File: src/rtl/sc_irq_pkg.sv
package sc_irq_pkg;
   localparam int SRC_N    = 6;          // engine event sources
   localparam int FLAG_N   = SRC_N + 1;  // plus card-presence edge
   localparam int PRES_BIT = SRC_N;
   localparam int ADDR_W   = 2;

   localparam logic [ADDR_W-1:0] A_FLAG = 2'd0;
   localparam logic [ADDR_W-1:0] A_ENA  = 2'd1;
   localparam logic [ADDR_W-1:0] A_STAT = 2'd2;
   localparam logic [ADDR_W-1:0] A_CFG  = 2'd3;
endpackage

File: src/rtl/sc_irq_sync_edge.sv
module sc_irq_sync_edge #(
   parameter int STAGES = 2
) (
   input  logic clk,
   input  logic rst_n,
   input  logic async_in,
   input  logic rise_sel,
   output logic level,
   output logic edge_pulse
);
   if (STAGES < 2) begin : g_bad_stages
      $error("sc_irq_sync_edge: STAGES must be at least 2");
   end

   logic [STAGES-1:0] sync_q;
   logic              prev_q;

   always_ff @(posedge clk or negedge rst_n) begin
      if (!rst_n) begin
         sync_q <= '0;
         prev_q <= 1'b0;
      end else begin
         sync_q <= {sync_q[STAGES-2:0], async_in};
         prev_q <= sync_q[STAGES-1];
      end
   end

   assign level      = sync_q[STAGES-1];
   assign edge_pulse = rise_sel ? (level & ~prev_q) : (~level & prev_q);

   // a detected edge cannot repeat on the next cycle while the selection holds
   assert_single_edge_R8: assert property (@(posedge clk) disable iff (!rst_n)
      edge_pulse ##1 $stable(rise_sel) |-> !edge_pulse);
endmodule

File: src/rtl/sc_irq_defer.sv
module sc_irq_defer #(
   parameter int W = 7
) (
   input  logic         clk,
   input  logic         rst_n,
   input  logic         hold_en,
   input  logic [W-1:0] ev,
   output logic [W-1:0] commit
);
   if (W < 1) begin : g_bad_width
      $error("sc_irq_defer: W must be positive");
   end

   for (genvar i = 0; i < W; i++) begin : g_bit
      logic hold_q;

      always_ff @(posedge clk or negedge rst_n) begin
         if (!rst_n)       hold_q <= 1'b0;
         else if (hold_en) hold_q <= hold_q | ev[i];
         else              hold_q <= 1'b0;
      end

      assign commit[i] = ~hold_en & (hold_q | ev[i]);

      // a held event is released on the first cycle without a read
      assert_release_R5: assert property (@(posedge clk) disable iff (!rst_n)
         (hold_en && ev[i]) ##1 !hold_en |-> commit[i]);
      // nothing stays parked once a read run has ended
      assert_drain_R5: assert property (@(posedge clk) disable iff (!rst_n)
         !hold_en |=> !hold_q);
   end
endmodule

File: src/rtl/sc_irq_ctrl.sv
module sc_irq_ctrl
   import sc_irq_pkg::*;
#(
   parameter int DATA_W      = 8,
   parameter int SYNC_STAGES = 2
) (
   input  logic              clk,
   input  logic              rst_n,
   input  logic              bus_rd,
   input  logic              bus_wr,
   input  logic [1:0]        bus_addr,
   input  logic [DATA_W-1:0] bus_wdata,
   output logic [DATA_W-1:0] bus_rdata,
   input  logic              ev_txbuf,
   input  logic              ev_vcc,
   input  logic              ev_wt,
   input  logic              ev_txdone,
   input  logic              ev_rxdone,
   input  logic              ev_parity,
   input  logic              card_pres,
   output logic              irq
);
   if (DATA_W < FLAG_N) begin : g_bad_data_w
      $error("sc_irq_ctrl: DATA_W must hold all flag bits");
   end

   localparam int PAD_W = DATA_W - FLAG_N;

   logic [FLAG_N-1:0] en_q, flag_q, ev_vec, gated, set_vec, clr_flag;
   logic [SRC_N-1:0]  stat_q, clr_stat;
   logic              cfg_rise_q, pres_level, pres_edge, rd_flag;
   logic [DATA_W-1:0] rd_mux, rdata_q;

   assign ev_vec  = {pres_edge, ev_parity, ev_rxdone, ev_txdone, ev_wt, ev_vcc, ev_txbuf};
   assign gated   = ev_vec & en_q;
   assign rd_flag = bus_rd && (bus_addr == A_FLAG);

   assign clr_flag = (bus_wr && bus_addr == A_FLAG) ? bus_wdata[FLAG_N-1:0] : '0;
   assign clr_stat = (bus_wr && bus_addr == A_STAT) ? bus_wdata[SRC_N-1:0]  : '0;

   sc_irq_sync_edge #(.STAGES(SYNC_STAGES)) u_pres (
      .clk       (clk),
      .rst_n     (rst_n),
      .async_in  (card_pres),
      .rise_sel  (cfg_rise_q),
      .level     (pres_level),
      .edge_pulse(pres_edge)
   );

   sc_irq_defer #(.W(FLAG_N)) u_defer (
      .clk    (clk),
      .rst_n  (rst_n),
      .hold_en(rd_flag),
      .ev     (gated),
      .commit (set_vec)
   );

   for (genvar i = 0; i < FLAG_N; i++) begin : g_flag
      always_ff @(posedge clk or negedge rst_n) begin
         if (!rst_n) flag_q[i] <= 1'b0;
         else        flag_q[i] <= (flag_q[i] & ~clr_flag[i]) | set_vec[i];
      end

      // a flag only drops through a clearing write
      assert_flag_hold_R3: assert property (@(posedge clk) disable iff (!rst_n)
         (flag_q[i] && !clr_flag[i]) |=> flag_q[i]);
      // a committed event beats a same-cycle clear
      assert_event_wins_R4: assert property (@(posedge clk) disable iff (!rst_n)
         set_vec[i] |=> flag_q[i]);
   end

   for (genvar s = 0; s < SRC_N; s++) begin : g_stat
      always_ff @(posedge clk or negedge rst_n) begin
         if (!rst_n) stat_q[s] <= 1'b0;
         else        stat_q[s] <= (stat_q[s] & ~clr_stat[s]) | ev_vec[s];
      end

      // every raw event is recorded for polling
      assert_stat_set_R7: assert property (@(posedge clk) disable iff (!rst_n)
         ev_vec[s] |=> stat_q[s]);
   end

   always_ff @(posedge clk or negedge rst_n) begin
      if (!rst_n) begin
         en_q       <= '0;
         cfg_rise_q <= 1'b0;
      end else if (bus_wr) begin
         if (bus_addr == A_ENA) en_q       <= bus_wdata[FLAG_N-1:0];
         if (bus_addr == A_CFG) cfg_rise_q <= bus_wdata[0];
      end
   end

   always_comb begin
      rd_mux = '0;
      unique case (bus_addr)
         A_FLAG:  rd_mux[FLAG_N-1:0] = flag_q;
         A_ENA:   rd_mux[FLAG_N-1:0] = en_q;
         A_STAT:  rd_mux[FLAG_N-1:0] = {pres_level, stat_q};
         default: rd_mux[0]          = cfg_rise_q;
      endcase
   end

   always_ff @(posedge clk or negedge rst_n) begin
      if (!rst_n)      rdata_q <= '0;
      else if (bus_rd) rdata_q <= rd_mux;
   end

   assign bus_rdata = rdata_q;
   assign irq       = |(flag_q & en_q);

   // a flag-register read never lets a new flag bit appear behind it
   assert_no_new_flag_R5: assert property (@(posedge clk) disable iff (!rst_n)
      rd_flag |=> ((flag_q & ~$past(flag_q)) == '0));
   // read data only moves after a read strobe
   assert_rdata_stable_R10: assert property (@(posedge clk) disable iff (!rst_n)
      !bus_rd |=> $stable(bus_rdata));
   // unused read bits stay zero
   assert_rdata_pad_R10: assert property (@(posedge clk) disable iff (!rst_n)
      bus_rdata[DATA_W-1:FLAG_N] == {PAD_W{1'b0}});
endmodule

File: config.mk
export PLATFORM = sky130hd
export DESIGN_NAME = sc_irq_ctrl
export DESIGN_NICKNAME = d
export VERILOG_FILES = /design/src/rtl/sc_irq_pkg.sv /design/src/rtl/sc_irq_sync_edge.sv /design/src/rtl/sc_irq_defer.sv /design/src/rtl/sc_irq_ctrl.sv
export SDC_FILE = /design/constraint.sdc
export NUM_CORES = 1
export LEC_CHECK = 0
export CAP_MARGIN = 15
export CORE_MARGIN = 2
export CORE_UTILIZATION = 50
export CTS_CLUSTER_SIZE = 8
export DETAILED_ROUTE_END_ITERATION = 8
export PLACE_DENSITY = 0.77
export SYNTH_ARGS = -nofsm -noshare
export SYNTH_HDL_FRONTEND = slang
export SYNTH_SLANG_ARGS = --single-unit
File: constraint.sdc
create_clock -name clk -period 1.6 [get_ports clk]
set_input_delay 0.24 -clock clk [delete_from_list [all_inputs] [get_ports clk]]
set_output_delay 0.24 -clock clk [all_outputs]
set_load 0.01 [all_outputs]
==> results of run 1 <==
[layer usage]
| layer | part of all wire | global-route usage | vias up |
|---|---|---|---|
| li1 | - | - | 585 |
| met1 | 0.43 | 0.280 | 628 |
| met2 | 0.53 | 0.395 | 27 |
| met3 | 0.035 | 0.0693 | 2 |
| met4 | 0.0044 | 0.0745 | 0 |
| met5 | 0 | 0 | - |
[path summary, 6_finish.rpt]
| check | end | slack, ps | depth (start not counted) |
|---|---|---|---|
| setup reg to reg | bus_rdata[0]$_DFFE_PN0P_ | 320 | 2 |
| min in group clk | u_pres.sync_q[1]$_DFF_PN0_ | 370 | 0 |
| hold reg to reg | u_pres.sync_q[1]$_DFF_PN0_ | 370 | 0 |
| setup / recovery | irq | -40 | 3 |
| max in group asynchronous | stat_q[1]$_DFF_PN0_ | 960 | 2 |
| hold / removal | cfg_rise_q$_DFFE_PN0P_ | 310 | 2 |
[worst max-delay path, delay by kind of cell, from the launching register on]
family                 cells  cell delay [ps]
flip-flops                 1              400
buffers and inverters      1              160
AND/OR/NAND/NOR            1              140
AO/OA/AOI/OAI              1              380
[per-stage QoR]
| stage | cells | util |
|---|---|---|
| 4_1_cts | 229 | 0.689 |
| 2_1_floorplan | 138 | - |
| 5_1_grt | 229 | 0.689 |
| 6_report | 229 | 0.689 |
| 3_3_place_gp | 222 | 0.676 |
| 3_5_place_dp | 222 | 0.676 |
[Yosys cell counts, drive strengths merged]
library cell / count / area, µm²
or2: 5 / 31.3
nand3: 2 / 10.0
nor4bb: 1 / 10.0
mux2i: 6 / 60.1
and4b: 1 / 10.0
a31oi: 5 / 31.3
nor3: 1 / 5.00
conb: 1 / 3.75
and3b: 1 / 8.76
nor3b: 1 / 18.8
dfrtp: 38 / 951
nand2: 19 / 71.3
nand3b: 1 / 20.0
a21oi: 7 / 35.0
o2bb2ai: 7 / 61.3
clkbuf: 2 / 7.51
and2: 1 / 6.26
a222oi: 1 / 10.0
mux2: 9 / 105
mux4: 1 / 22.5
buf: 4 / 31.3
a22oi: 2 / 15.0
nor2: 14 / 52.6
a2bb2oi: 1 / 8.76
a21o: 6 / 45.0
and2b: 1 / 7.51
[cells by family after synthesis]
| kind of cell | synth area share |
|---|---|
| other | 0.00229 |
| and+or+nand+nor | 0.153 |
| AOI/OAI and AO/OA | 0.126 |
| buffers and inverters | 0.0237 |
| DFF | 0.580 |
| muxes | 0.115 |
[state kept, by name, indices dropped and copies added (netlist names)]
register / count
cfg_rise_q: 1
u_defer.g_bit.hold_q: 7
bus_rdata: 7
u_pres.sync_q: 2
en_q: 7
u_pres.prev_q: 1
stat_q: 6
flag_q: 7
[power by group through the flow]
stage	Sequential [µW]	Combinational, µW	Clock [µW]
6_report	1170	467	447
5_1_grt	1180	509	499
4_1_cts	1170	470	460
3_5_place_dp	1190	471	0
3_3_place_gp	1180	454	0
2_1_floorplan	1170	211	0
[what timing repair did]
| item | in CTS | in global routing |
|---|---|---|
| endpoints found under the hold margin | 0 | 0 |
| gates resized for setup | 4 | 0 |
| pin swaps | 2 | 1 |
| setup buffers | 0 | 0 |
| endpoints found under the setup margin | 1 | 1 |
[cell type report]
class,count,area share
Multi-Input combinational cell,94,0.306
Tap cell,44,0.0260
Timing Repair Buffer,46,0.198
Clock buffer,7,0.0212
Sequential cell,38,0.448
[placed cells by master (no fill, tap or decap), drive strengths merged, types with 6 or more instances in the layout]
cell / n
mux2: 9
buf: 20
clkbuf: 7
o2bb2ai: 7
mux2i: 6
nand2: 19
dfrtp: 38
a21o: 6
clkdlybuf4s50: 26
a21oi: 7
nor2: 14
==> flow_summary_export.csv, run 1 <==
group,metric,value,unit
clocking,cts_tree,"yes",
outcome,status,"finished, violations left",
power,p_switching,565,µW
sta,fin_ws,-44.3,ps
floorplanning,rows,20,
floorplanning,io_pins,30,
route,viasPerCell,5.42,
sta,min_period_over_period,1.03,
route,drt_iter0_drc,34,
route,drc,0,
setup_path,crit_arrival,1400,ps
placed_design,dpl_cell_area,2080,µm²
route,ant_nets,0,
cells_and_area,multiInputGateArea,649,µm²
route,dr.pass1.iters,4,
cells_and_area,nFillCells,257,
clocking,clkSinkCount,38,
global_route,grt_pass1_vias,1284,
placed_design,dpl.hpwl,2.73,mm
cells_and_area,n_antenna_cell,0,
synthesis,yosys_register_bits,38,
power,switching_share,0.271,
floorplanning,core_area,3080,µm²
floorplanning,die_area,3750,µm²
clocking,insertion_delay,330,ps
synthesis,yosys_warnings,0,
placed_design,post-place-ws,-208,ps
sta,hold-worst-slack,310,ps
clocking,clk_pin_slew,100,ps
global_route,antenna_found_initial,0,
power,peakVddDrop,0.000483,V
cells_and_area,drive_above_1_share,0.200,
placed_design,place_congestion,0.833,
setup_path,crit_path_top_delay_cell,"dfrtp_1",
synthesis,netlist_instances,138,
cells_and_area,nets,206,
clocking,cts_hold_buffers,0,
synthesis,synthesis.area,1640,µm²
power,power,2080,µW
global_route,grt.total_usage,0.231,
synthesis,synth_fp_nets,159,
worst_hold_path,hp-class,"primary input to asynchronous set/reset pin",
sta,hold_viol,0,
sta,report.final.slew_viol_count,0,
route,via_count,1242,
route,wl,3.61,mm
run,drv_cap,0,
setup_path,r2r_start,"cfg_rise_q$_DFFE_PN0P_",
clocking,cts_buffers,5,
sta,fin_skew,6.82,ps
setup_path,critical_path.max_stage_delay,400,ps
sta,max_freq,608,MHz
floorplanning,initial_utilization,0.533,
sta,grt_setup_unrepaired,"yes",
cells_and_area,seqCellArea,951,µm²
power,pwr-share-comb,0.224,
placed_design,io_buffers,27,
global_route,grt_pass1_wl,6.02,mm
setup_path,crit_path_start,"flag_q[4]$_DFF_PN0_",
clocking,root_buffer,"clkbuf_4",
power,powerDensity,982,nW/µm²
setup_path,crit_type,"flip-flop to output port",
synthesis,yosysSeqAreaShare,0.580,
power,leakage,0.000904,µW
sta,fin_setup_tns,-44.3,ps
setup_path,end_kind,"output port",
cells_and_area,area_growth,29.4,%
synthesis,yosys.cell_types.count,29,
outcome,violations,"negative setup slack",
global_route,grt_remaining_overflow,0,
floorplanning,die_height,61.3,µm
setup_path,cp_max_fo,2,
sta,setup_violations,1,
power,pwr-share-clk,0.215,
clocking,htreeDepth,2,
setup_path,cp-start-kind,"flip-flop",
route,wl_per_cell,15.8,µm
synthesis,avgSynthCellArea,11.9,µm²
setup_path,required,1360,ps
floorplanning,fp.dieW,61.3,µm
power,p_seq_frac,0.561,
sta,fin_crit,1640,ps
power,intPower,1520,µW
clocking,clockBufferDepth,2,
global_route,grt_max_degree,39,
cells_and_area,fin_area,2120,µm²
setup_path,path_cells,"a222oi_1, nand3_1, buf_2",
Note: power is estimated with default switching activity, not from simulation.
==> run 2, diff against run 1 <==
Settings changed: SLEW_MARGIN from default to 20.
==> results of run 2 <==
No change in the layout: final DEF, timing and power equal those of run 1.
==> run 3, diff against run 2 <==
Settings changed: CORE_UTILIZATION 50 to 51, PLACE_DENSITY 0.77 to 0.78.
==> run 3 against run 2 <==
The run still ends with negative setup slack left. Die area is 1.8% lower. Global-route usage decreased by 0.81 points. Combinational power grew 0.9%. Worst hold slack worse by 0.75 ps. Highest routed layer unchanged.
==> flow_summary_export.csv, run 3 (synthesis gave the netlist of run 1 again) <==
group,metric,value,unit
route,routed-wl-met2,1.68,mm
power,p_seq_frac,0.541,
route,wl_per_cell,14.7,µm
power,peakVddDrop,0.000553,V
sta,hold-worst-slack,310,ps
power,p_switching,571,µW
placed_design,io_buffers,27,
setup_path,r2r_end,"bus_rdata[0]$_DFFE_PN0P_",
outcome,status,"finished, violations left",
setup_path,required,1360,ps
setup_path,rrSetupSlack,310,ps
sta,max_freq,611,MHz
clocking,cts_buffers,5,
route,drc,0,
route,dr.pass1.iters,4,
global_route,antenna_found_initial,0,
setup_path,end_kind,"output port",
route,via_count,1204,
sta,hold_viol,0,
sta,fin_ws,-36.7,ps
setup_path,cp-start-kind,"flip-flop",
setup_path,r2r_start,"cfg_rise_q$_DFFE_PN0P_",
floorplanning,io_pins,30,
route,wl_met3,137,µm
sta,min_period_over_period,1.02,
clocking,clkSinkCount,38,
run,drv_cap,0,
setup_path,cp_max_fo,2,
clocking,clockBufferDepth,2,
setup_path,worst-path-buf-inv,1,
cells_and_area,drive_above_1_share,0.205,
sta,fin_setup_tns,-36.7,ps
clocking,cts_tree,"yes",
cells_and_area,post-route-util,0.693,
cells_and_area,seqCellArea,951,µm²
setup_path,crit_cells,3,
cells_and_area,nets,205,
route,drt_iter0_drc,45,
route,wl,3.36,mm
clocking,root_buffer,"clkbuf_4",
cells_and_area,area_growth,29.1,%
power,switching_share,0.267,
sta,setup_violations,1,
global_route,grt_remaining_overflow,0,
floorplanning,die_height,60.7,µm
global_route,grt.total_usage,0.223,
setup_path,critical_path.max_stage_delay,400,ps
worst_hold_path,hp-class,"primary input to asynchronous set/reset pin",
route,ant_nets,0,
power,leakage,0.000905,µW
power,powerDensity,1010,nW/µm²
cells_and_area,fin_area,2120,µm²
global_route,grt_pass1_vias,1293,
power,pwr-share-clk,0.239,
setup_path,crit_arrival,1400,ps
floorplanning,core_area,3050,µm²
power,pwr-share-comb,0.220,
outcome,violations,"negative setup slack",
floorplanning,fp.dieW,60.7,µm
cells_and_area,n_antenna_cell,0,
sta,report.final.slew_viol_count,0,
cells_and_area,multiInputGateArea,649,µm²
clocking,insertion_delay,340,ps
floorplanning,die_area,3680,µm²
setup_path,crit_type,"flip-flop to output port",
placed_design,place_congestion,0.806,
cells_and_area,nFillCells,245,
clocking,htreeDepth,2,
global_route,grt_max_degree,39,
sta,grt_setup_unrepaired,"yes",
sta,fin_crit,1640,ps
floorplanning,rows,20,
setup_path,critPathTopFamily,"flip-flops",
clocking,clk_pin_slew,100,ps
setup_path,crit_path_top_delay_cell,"dfrtp_1",
route,drt-met1-wl,1.48,mm
placed_design,dpl_cell_area,2060,µm²
global_route,grt_pass1_wl,5.89,mm
clocking,cts_hold_buffers,0,
route,topRoutingLayerUsed,"met4",
floorplanning,initial_utilization,0.537,
setup_path,path_cells,"a222oi_1, nand3_1, buf_2",
placed_design,dpl.hpwl,2.59,mm
route,viasPerCell,5.26,
sta,fin_skew,2.94,ps
setup_path,reg2reg_depth,2,
cells_and_area,layout_commonest_cell,"dfrtp_1",
power,intPower,1570,µW
cells_and_area,final_cell_mix,"dfrtp_1 (38), clkdlybuf4s50_1 (26), nand2_1 (19)",
## run 3: cell types whose count changed in the layout (fill, tap and decap cells not counted)
| cell | delta |
|---|---|
| buf_12 | -1 |
| clkinv_2 | +1 |
| clkbuf_8 | +1 |
| clkbuf_1 | -1 |
## run 3: worst max path at each step
stage,from,end
floorplan,cfg_rise_q$_DFFE_PN0P_,bus_rdata[0]$_DFFE_PN0P_
global placement,bus_addr[0],bus_rdata[0]$_DFFE_PN0P_
detailed placement,bus_addr[0],bus_rdata[0]$_DFFE_PN0P_
CTS,en_q[4]$_DFFE_PN0P_,irq
global route,en_q[4]$_DFFE_PN0P_,irq
finish,en_q[4]$_DFFE_PN0P_,irq
## run 3: stage by stage
stage | power (µW) | setup slack (ps) | std cells
5_1_grt | 2260 | -108 | 229
2_1_floorplan | 1390 | 400 | 138
3_3_place_gp | 1630 | -73.1 | 221
3_5_place_dp | 1650 | -95.4 | 221
6_report | 2140 | -36.7 | 229
4_1_cts | 2160 | -74.6 | 229
## run 3: power by group through the flow
stage | Combinational [µW] | Clock [µW] | Sequential [µW]
finish | 471 | 511 | 1160
global route | 520 | 569 | 1170
CTS | 475 | 526 | 1160
detailed placement | 476 | 0 | 1180
global placement | 462 | 0 | 1170
floorplan | 211 | 0 | 1170
## run 3: final cells by class
type | instances | share of cell area
Clock buffer | 7 | 0.0260
Clock inverter | 1 | 0.00237
Multi-Input combinational cell | 94 | 0.307
Sequential cell | 38 | 0.449
Tap cell | 44 | 0.0260
Timing Repair Buffer | 45 | 0.189
## run 3: metal layers
layer	track usage	up-vias
met4	0.0994	0
li1	-	582
met3	0.0405	7
met5	0	-
met2	0.359	26
met1	0.296	589
## run 3: repair_timing
action,CTS,global route
buffers inserted,0,0
setup endpoints to repair,1,1
resized for setup,4,0
pin swaps,2,0
